[src/rtl/conv_port_pkg.sv]
package conv_port_pkg;
  typedef enum logic [1:0] {
    ST_CONV = 2'd0,
    ST_NAP  = 2'd1,
    ST_DOUT = 2'd2
  } cp_state_e;

  localparam int unsigned CFG_BITS = 4;
  localparam int unsigned CFG_EN_A = 0;
  localparam int unsigned CFG_EN_B = 1;
  localparam int unsigned CFG_SPD  = 2;
  localparam int unsigned CFG_SLP  = 3;
endpackage

[src/rtl/cp_edge_det.sv]
module cp_edge_det #(
  parameter int unsigned     W       = 2,
  parameter logic [W-1:0]    RST_VAL = '0
) (
  input  logic         clk_i,
  input  logic         rst_ni,
  input  logic [W-1:0] sig_i,
  output logic [W-1:0] rise_o,
  output logic [W-1:0] fall_o
);
  logic [W-1:0] prev_q;

  always_ff @(posedge clk_i or negedge rst_ni) begin
    if (!rst_ni) prev_q <= RST_VAL;
    else         prev_q <= sig_i;
  end

  for (genvar i = 0; i < W; i++) begin : g_edge
    assign rise_o[i] = sig_i[i] & ~prev_q[i];
    assign fall_o[i] = ~sig_i[i] & prev_q[i];
  end
endmodule

[src/rtl/cp_conv_timer.sv]
module cp_conv_timer #(
  parameter int unsigned SLOW_CYC = 40,
  parameter int unsigned FAST_CYC = 12,
  localparam int unsigned MAX_CYC = (SLOW_CYC > FAST_CYC) ? SLOW_CYC : FAST_CYC,
  localparam int unsigned CNT_W   = $clog2(MAX_CYC + 1)
) (
  input  logic clk_i,
  input  logic rst_ni,
  input  logic start_i,
  input  logic fast_i,
  input  logic active_i,
  output logic done_o
);
  logic [CNT_W-1:0] cnt_q;
  logic             fast_q;
  logic [CNT_W-1:0] last;

  assign last   = fast_q ? CNT_W'(FAST_CYC - 1) : CNT_W'(SLOW_CYC - 1);
  assign done_o = active_i && (cnt_q == last);

  always_ff @(posedge clk_i or negedge rst_ni) begin
    if (!rst_ni) begin
      cnt_q  <= '0;
      fast_q <= 1'b0;
    end else if (start_i) begin
      cnt_q  <= '0;
      fast_q <= fast_i;
    end else if (active_i && !done_o) begin
      cnt_q  <= cnt_q + 1'b1;
    end
  end
endmodule

[src/rtl/cp_shifter.sv]
module cp_shifter
  import conv_port_pkg::*;
#(
  parameter int unsigned RES_W = 16,
  localparam int unsigned BIT_W = $clog2(RES_W + 1)
) (
  input  logic                clk_i,
  input  logic                rst_ni,
  input  logic                load_i,
  input  logic [RES_W-1:0]    word_i,
  input  logic                clr_i,
  input  logic                shift_i,
  input  logic                sdi_i,
  output logic                msb_o,
  output logic                full_o,
  output logic                cfg_rx_o,
  output logic [CFG_BITS-1:0] cfg_o
);
  logic [RES_W-1:0]    sh_q;
  logic [BIT_W-1:0]    bits_q;
  logic [CFG_BITS-1:0] cfg_q;

  assign msb_o    = sh_q[RES_W-1];
  assign full_o   = (bits_q == BIT_W'(RES_W));
  assign cfg_rx_o = (bits_q >= BIT_W'(CFG_BITS));
  assign cfg_o    = cfg_q;

  always_ff @(posedge clk_i or negedge rst_ni) begin
    if (!rst_ni) begin
      sh_q   <= '0;
      bits_q <= '0;
      cfg_q  <= '0;
    end else begin
      if (load_i) sh_q <= word_i;
      else if (shift_i) sh_q <= {sh_q[RES_W-2:0], 1'b0};
      if (clr_i) begin
        bits_q <= '0;
        cfg_q  <= '0;
      end else if (shift_i) begin
        bits_q <= bits_q + 1'b1;
        for (int i = 0; i < CFG_BITS; i++)
          if (bits_q == BIT_W'(i)) cfg_q[i] <= sdi_i;
      end
    end
  end
endmodule

[src/rtl/conv_port_ctrl.sv]
module conv_port_ctrl
  import conv_port_pkg::*;
#(
  parameter int unsigned RES_W    = 16,
  parameter int unsigned SLOW_CYC = 40,
  parameter int unsigned FAST_CYC = 12,
  parameter int unsigned WAKE_CYC = 80,
  localparam int unsigned WAKE_W  = $clog2(WAKE_CYC + 1)
) (
  input  logic             clk_i,
  input  logic             rst_ni,
  input  logic             cs_i,
  input  logic             sck_i,
  input  logic             sdi_i,
  input  logic [RES_W-1:0] result_i,
  output logic             sdo_o,
  output logic             conv_done_o,
  output logic             adc_pd_o,
  output logic             ref_pd_o,
  output logic             res_invalid_o,
  output logic             spd_o,
  output logic             slp_o,
  output logic [1:0]       state_o
);
  cp_state_e st_q, st_d;
  logic [1:0] rise, fall;
  logic cs_rise, sck_rise, sck_fall;
  logic start, shift, enter_dout, conv_end;
  logic full, cfg_rx, msb, cfg_ok, spd_new, slp_new;
  logic [CFG_BITS-1:0] cfg;
  logic spd_q, slp_q, slp_arm_q, inv_arm_q, ref_off_q, inv_q, done_q;
  logic [WAKE_W-1:0] wake_q;

  // bit 1: cs (idles high), bit 0: sck
  cp_edge_det #(.W(2), .RST_VAL(2'b10)) u_edge (
    .clk_i, .rst_ni, .sig_i({cs_i, sck_i}), .rise_o(rise), .fall_o(fall)
  );
  assign cs_rise  = rise[1];
  assign sck_rise = rise[0];
  assign sck_fall = fall[0];

  assign start      = (st_q == ST_DOUT) && (cs_rise || (sck_fall && full));
  assign shift      = (st_q == ST_DOUT) && !start && sck_rise && !full;
  assign enter_dout = (st_q == ST_NAP) && !cs_i;

  assign cfg_ok  = cfg_rx && cfg[CFG_EN_A] && !cfg[CFG_EN_B];
  assign spd_new = cfg_ok ? cfg[CFG_SPD] : spd_q;
  assign slp_new = cfg_ok ? cfg[CFG_SLP] : slp_q;

  cp_conv_timer #(.SLOW_CYC(SLOW_CYC), .FAST_CYC(FAST_CYC)) u_timer (
    .clk_i, .rst_ni, .start_i(start), .fast_i(spd_new),
    .active_i(st_q == ST_CONV), .done_o(conv_end)
  );

  cp_shifter #(.RES_W(RES_W)) u_shift (
    .clk_i, .rst_ni, .load_i(conv_end), .word_i(result_i), .clr_i(enter_dout),
    .shift_i(shift), .sdi_i, .msb_o(msb), .full_o(full), .cfg_rx_o(cfg_rx), .cfg_o(cfg)
  );

  always_comb begin
    st_d = st_q;
    unique case (st_q)
      ST_CONV: if (conv_end)   st_d = ST_NAP;
      ST_NAP:  if (enter_dout) st_d = ST_DOUT;
      ST_DOUT: if (start)      st_d = ST_CONV;
      default:                 st_d = ST_CONV;
    endcase
  end

  always_ff @(posedge clk_i or negedge rst_ni) begin
    if (!rst_ni) begin
      st_q      <= ST_CONV;
      spd_q     <= 1'b0;
      slp_q     <= 1'b0;
      slp_arm_q <= 1'b0;
      inv_arm_q <= 1'b0;
      ref_off_q <= 1'b0;
      inv_q     <= 1'b0;
      done_q    <= 1'b0;
      wake_q    <= '0;
    end else begin
      st_q   <= st_d;
      done_q <= conv_end;
      if (start) begin
        spd_q     <= spd_new;
        slp_q     <= slp_new;
        slp_arm_q <= slp_new;
        inv_arm_q <= (wake_q != '0);
      end
      if (conv_end) begin
        ref_off_q <= slp_arm_q;
        inv_q     <= inv_arm_q;
      end else if (enter_dout) begin
        ref_off_q <= 1'b0;
      end
      if (enter_dout && ref_off_q) wake_q <= WAKE_W'(WAKE_CYC);
      else if (wake_q != '0)       wake_q <= wake_q - 1'b1;
    end
  end

  assign sdo_o         = (st_q == ST_DOUT) && msb;
  assign conv_done_o   = done_q;
  assign adc_pd_o      = (st_q == ST_NAP);
  assign ref_pd_o      = ref_off_q;
  assign res_invalid_o = inv_q;
  assign spd_o         = spd_q;
  assign slp_o         = slp_q;
  assign state_o       = st_q;
endmodule

[config.mk]
export PLATFORM = sky130hd
export DESIGN_NAME = conv_port_ctrl
export DESIGN_NICKNAME = d
export VERILOG_FILES = /design/src/rtl/conv_port_pkg.sv /design/src/rtl/cp_edge_det.sv /design/src/rtl/cp_conv_timer.sv /design/src/rtl/cp_shifter.sv /design/src/rtl/conv_port_ctrl.sv
export SDC_FILE = /design/constraint.sdc
export NUM_CORES = 1
export LEC_CHECK = 0
export ABC_CLOCK_PERIOD_IN_PS = 1600
export BUFFER_PORTS_ARGS = -buffer_cell sky130_fd_sc_hd__buf_2
export CORE_UTILIZATION = 52
export DETAILED_ROUTE_END_ITERATION = 6
export PLACE_DENSITY = 0.75
export SYNTH_ARGS = -nofsm -noshare
export SYNTH_HDL_FRONTEND = slang
export SYNTH_SLANG_ARGS = --single-unit
[constraint.sdc]
create_clock -name clk_i -period 1.6 [get_ports clk_i]
set_input_delay 0.08 -clock clk_i [delete_from_list [all_inputs] [get_ports clk_i]]
set_output_delay 0.08 -clock clk_i [all_outputs]
set_load 0.01 [all_outputs]
Word-level counts from Yosys, hierarchy flattened
Index checks and enable logic that the tools add are counted.

word-level totals
  output and inout port bits = 9
  memories = 0
  bits in registers = 48
  memory bits (read-only) = 0
  input port bits = 21
  bits in writable memories = 0
  latch bits = 0

operators by class
  bitwise operators = 6
  equality and inequality tests = 10
  muxes and demuxes = 23
  divide/modulo/power cells = 0
  magnitude comparators = 1
  $mul = 0
  shifts and indexed selects = 0
  reductions and logical operators = 36
  add/sub/neg operators = 3

operator list
  kind                 number
  $mux 16              2
  $mux 6               3
  $reduce_bool 2->1    9
  $mux 7               2
  $logic_and 1x1->1    12
  $eq 5x2->1 const B   2
  $mux 5               2
  $reduce_and 2->1     5
  $mux 1               8
  $mux 4               2
  $reduce_bool 7->1    1
  $sub 7x1->7 const B  1
  $add 6x1->6 const B  1
  $eq 6x6->1           1
  $mux 2               3
  $pmux 2 s3           1
  $add 5x1->5 const B  1
  $eq 5x1->1 const B   1
  $eq 5x5->1 const B   1
  $ge 5x3->1 const B   1
  $logic_not 1->1      5
  $logic_not 5->1      1
  $ne 2x2->1 const B   2
  $and 1x1->1          3
  other kinds (7)      9

Logic depth before layout (Yosys ltp)
  depth after elaboration = 11
  gate-level depth with buffers = 8

Modules after synthesis
A second synthesis with hierarchy kept.

second synthesis, totals
  cell total of the unflattened synthesis = 230
  area, all modules = 2452.4 µm²

by module, submodules not included
  module          area each (µm²)  cells an instance  sequential area each (µm²)  instances
  cp_shifter      1223.7           116                625.6                       1
  conv_port_ctrl  748.2            71                 375.4                       1
  cp_conv_timer   394.1            37                 175.2                       1
  cp_edge_det     86.3             6                  51.3                        1

Least setup slack after synthesis
OpenSTA, ideal clock, no wires.

  path kind = reg2reg
  start = register st_q[1] (netlist: state_o[1])
  end = register u_shift.sh_q[15]
  stages on the path, launching flop included = 8
  data required time = 1.471 ns
  setup time = 0.129 ns
  path slack = -0.167 ns
  arrival time = 1.638 ns
  path through = dfrtp_1 -> buf_4 -> or3b_1 -> a211o_1 -> buf_6 -> buf_8 -> nor2_4 -> a31oi_2

on the way
  word-level cells in the longest chain between the ends = 7
  elaborated cells between the ends (all ways) = 10
  those cells by class = eq/ne (1); mux (1); reduce/logical (8)

ends and longest elaborated chain
  what                                RTL line                                    text
  start: declaration                  conv_port_ctrl.sv:25                        cp_state_e st_q, st_d;
  start signal: assignment            conv_port_ctrl.sv:82                        st_q <= st_d;
  $eq 2x2->1                          conv_port_ctrl.sv:42, conv_port_ctrl.sv:43
  $logic_and 1x1->1                   conv_port_ctrl.sv:42                        assign start = (st_q == ST_DOUT) && (cs_rise || (sck_fall && full));
  $logic_not 1->1                     conv_port_ctrl.sv:43                        assign shift = (st_q == ST_DOUT) && !start && sck_rise && !full;
  $logic_and 1x1->1 (3 in series)     conv_port_ctrl.sv:43
  $reduce_bool 2->1 (no source line)  --
  end signal: assignment              cp_shifter.sv:34                            if (load_i) sh_q <= word_i;
  end signal: assignment              cp_shifter.sv:35                            else if (shift_i) sh_q <= {sh_q[RES_W-2:0], 1'b0};
  end: declaration                    cp_shifter.sv:19                            logic [RES_W-1:0] sh_q;

Several ways; a longest one is shown, not always the timed one.
A chain may end at the register's enable or synchronous reset.

Worst setup path in the final report
  start = register u_timer.cnt_q[1]
  end = register u_shift.sh_q[15]

on the way
  word-level cells in the longest chain between the ends = 3
  elaborated cells between the ends (all ways) = 4
  those cells by class = eq/ne (1); mux (1); reduce/logical (2)

ends and longest elaborated chain
  what                                          RTL line             text
  start: declaration                            cp_conv_timer.sv:14  logic [CNT_W-1:0] cnt_q;
  start signal: assignment                      cp_conv_timer.sv:29  cnt_q <= cnt_q + 1'b1;
  $eq 6x6->1 *                                  cp_conv_timer.sv:19  assign done_o = active_i && (cnt_q == last);
  $logic_and 1x1->1 *                           cp_conv_timer.sv:19
  $mux 16 or $reduce_bool 2->1 (tied branches)  --

Mark *: on every way between the ends. The rest lies on a longest branch, timed or not.

==> reports/qor.yml <==
end_kind: "flop"
max_freq_ghz: 0.573
clockPowerShare: 0.181
grt_pass1_vias: 2044
ys_seq_area_frac: 0.465
initial_core_util: 0.544
synth-seq-cells: 48
ir_drop_mv: 0.941
final_nets: 343
rsz0062_at_grt: "true"
multi_input_area_mm2: 0.00142
diodes: 0
vias_per_cell: 5.25
netlist_top_cells_count: "nand2_1 (54), dfrtp_1 (47), a31oi_2 (15)"
final-hold-violation-count: 0
synth_cell_types: 49
switching_share: 0.352
cp.required_ns: 1.78
cts_root_buf: "clkbuf_8"
slew_headroom: 0.693
critPathKind: "flop to flop"
antenna_found_initial: 0
synth_fp_nets: 281
power.leakage_nw: 1.48
vias: 2010
fin_worst_skew_ns: 0.0120
setup_slack_ns: -0.144
detail-route-antenna-nets: 0
areaGrowthSynthToFinish_pct: 30.0
clock_tree.buffer_depth: 2
initialDrtViolationCount: 83
p_per_area_mw_per_mm2: 1500
die_height_um: 72.5
maxSlewViolCount: 0
cts.sinks: 48
design_area_mm2: 0.00336
synth_edf_count: 0
route.detailed.wl_per_inst_um: 14.7
clkTransAtPathRegs_ns: 0.10
reg2reg_slack_ns: -0.14
dpl-instance-area_mm2: 0.00302
p_seq_frac: 0.408
p_switching_w: 0.00177
critPathArrivalTime_ns: 1.93
period_minus_slack_ns: 1.74
drc: 0
synthTopCellsByArea: "dfrtp_1 (45%), nand2_1 (7.8%), a31oi_2 (7.3%)"
max_cap_violations: 0
period_share: 1.09
grt_pass1_wl_um: 9180
grt_max_degree: 32
internal_power_w: 0.00326
crit_fanout: 17
holdWs_ns: 0.0358
core-area_mm2: 0.00475
syn_avg_cell_area_um2: 10.2
pin_count: 30
htree_levels: 2
cts_tree: "done"
seqCellArea_mm2: 0.00120
grt.overflow.total: 0
setup_violations: 22
rows: 25
hpwlAfterDp_um: 3750
outcome: "complete, but fails checks"
grt_use_total: 0.228
yosysMostFrequentCell: "nand2_1"
die_w_um: 72.5
place_congestion: 0.825
tightest_slew_ns: 0.461
drive_above_1_share: 0.424
die_area_mm2: 0.00526
yosys.area.top_type: "dfrtp_1"
ys.flop_type: "dfrtp_1"
drt-total-wl_um: 5620
hp-class: "input port to flop"
synthesis.area_mm2: 0.00259
violations: "setup timing"
ys_warn_count: 0
worst_setup_path_start_kind: "flop"
ys_async_sr_fraction: 1.00
first_pass_iters: 4
synthCells: 253
nFillCells: 373
clk_latency_ns: 0.31
comb_power_share: 0.411
synth_top_area_share: 0.455
cts-buffers-inserted: 5
port_buffers: 29
==> metrics by stage <==
step | setup slack [ns] | cells | power (W) | TNS, ns | utilization
finish | -0.144 | 383 | 0.00503 | -2.26 | 0.707
global route | -0.180 | 383 | 0.00537 | -3.36 | 0.707
CTS | -0.101 | 383 | 0.00481 | -1.82 | 0.679
detailed placement | -0.141 | 370 | 0.00381 | -2.69 | 0.636
global placement | -0.0974 | 370 | 0.00372 | -1.67 | 0.636
floorplan | -0.111 | 253 | 0.00316 | -1.75 | -
==> area by class of cell <==
class	instances	area share
multi-input cells	184	0.423
flip-flops and latches	48	0.358
repair buffers	67	0.147
well taps	67	0.0249
clock buffers	5	0.0205
clock inverters	3	0.0138
inverters	9	0.0138
==> worst paths after layout <==
kind / depth (start not counted) / startpoint / endpoint
setup / recovery: 6 / u_timer.cnt_q[1] / u_shift.sh_q[15]
hold / removal: 3 / result_i[11] / u_shift.sh_q[11]
setup reg to reg: 6 / u_timer.cnt_q[1] / u_shift.sh_q[15]
hold reg to reg: 2 / inv_arm_q / res_invalid_o
max in group asynchronous: 3 / rst_ni / wake_q[3]
min in group asynchronous: 2 / rst_ni / u_shift.sh_q[13]
==> critical path: stages (launching register included) <==
cell	delay, ns
dfrtp_1	0.38
ha_2	0.19
or3b_4	0.39
a211o_4	0.32
buf_12	0.19
nor2_4	0.09
a31oi_2	0.04
==> sequential cells by signal (all words and copies together) (netlist names) <==
register / cells
u_shift.sh_q: 16
wake_q: 7
u_timer.cnt_q: 6
u_shift.bits_q: 5
u_shift.cfg_o: 4
state_o: 2
u_edge.prev_q: 2
conv_done_o: 1
inv_arm_q: 1
ref_pd_o: 1
res_invalid_o: 1
slp_arm_q: 1
u_timer.fast_q: 1
==> layer usage <==
layer,track usage,vias up,share of wire
met5,0,-,0
met4,0.0632,0,0.0098
met3,0.0361,7,0.018
met2,0.396,24,0.51
met1,0.296,979,0.46
li1,-,1000,-
==> repair_timing <==
action,4_1_cts,5_1_grt
pin swaps,3,5
endpoints found under the hold margin,19,0
resized for setup,10,32
setup buffers,1,0
hold buffers,4,0
endpoints found under the setup margin,27,35
==> power by group through the flow <==
stage	Clock, W	Sequential (W)	Combinational, W
6_report	0.000909	0.00205	0.00207
5_1_grt	0.000979	0.00210	0.00229
4_1_cts	0.000927	0.00201	0.00187
3_5_place_dp	0	0.00202	0.00179
3_3_place_gp	0	0.00201	0.00171
2_1_floorplan	0	0.00198	0.00117
==> logic make-up after synthesis <==
kind of cell / synth area share
flip-flops: 0.465
adder cells (fa/ha/maj): 0.0339
AND/OR/NAND/NOR: 0.269
XOR/XNOR: 0.0203
AO/OA/AOI/OAI: 0.135
multiplexers: 0.0281
buffers and inverters: 0.0489
==> cells in the final DEF (no fill, tap or decap), types with 2 or more instances in the layout <==
master         netlist  routed
nand2_1             54      52
dfrtp_1             47      47
buf_2                1      29
buf_4                3      29
a31oi_2             15      15
nor2_4              10      13
nor2_1              13      10
nand4_1              6       6
inv_1                8       5
a21oi_1              8       5
mux2i_1              5       5
nand3_1              5       5
clkbuf_8             0       5
nand4bb_1            5       4
o21ai_1              4       4
ha_1                 7       4
dlygate4sd3_1        0       4
buf_12               0       4
inv_2                1       3
nor2b_1              4       3
nor3_1               3       3
or3_1                4       3
xnor2_1              4       3
nand2b_1             4       3
a21oi_2              0       3
and3_1               3       2
nor2_2               2       2
or2_2                2       2
xor2_1               2       2
o21ai_0              2       2
nand2_2              0       2
ha_4                 0       2
No activity file was read; power rests on OpenSTA's default activity.
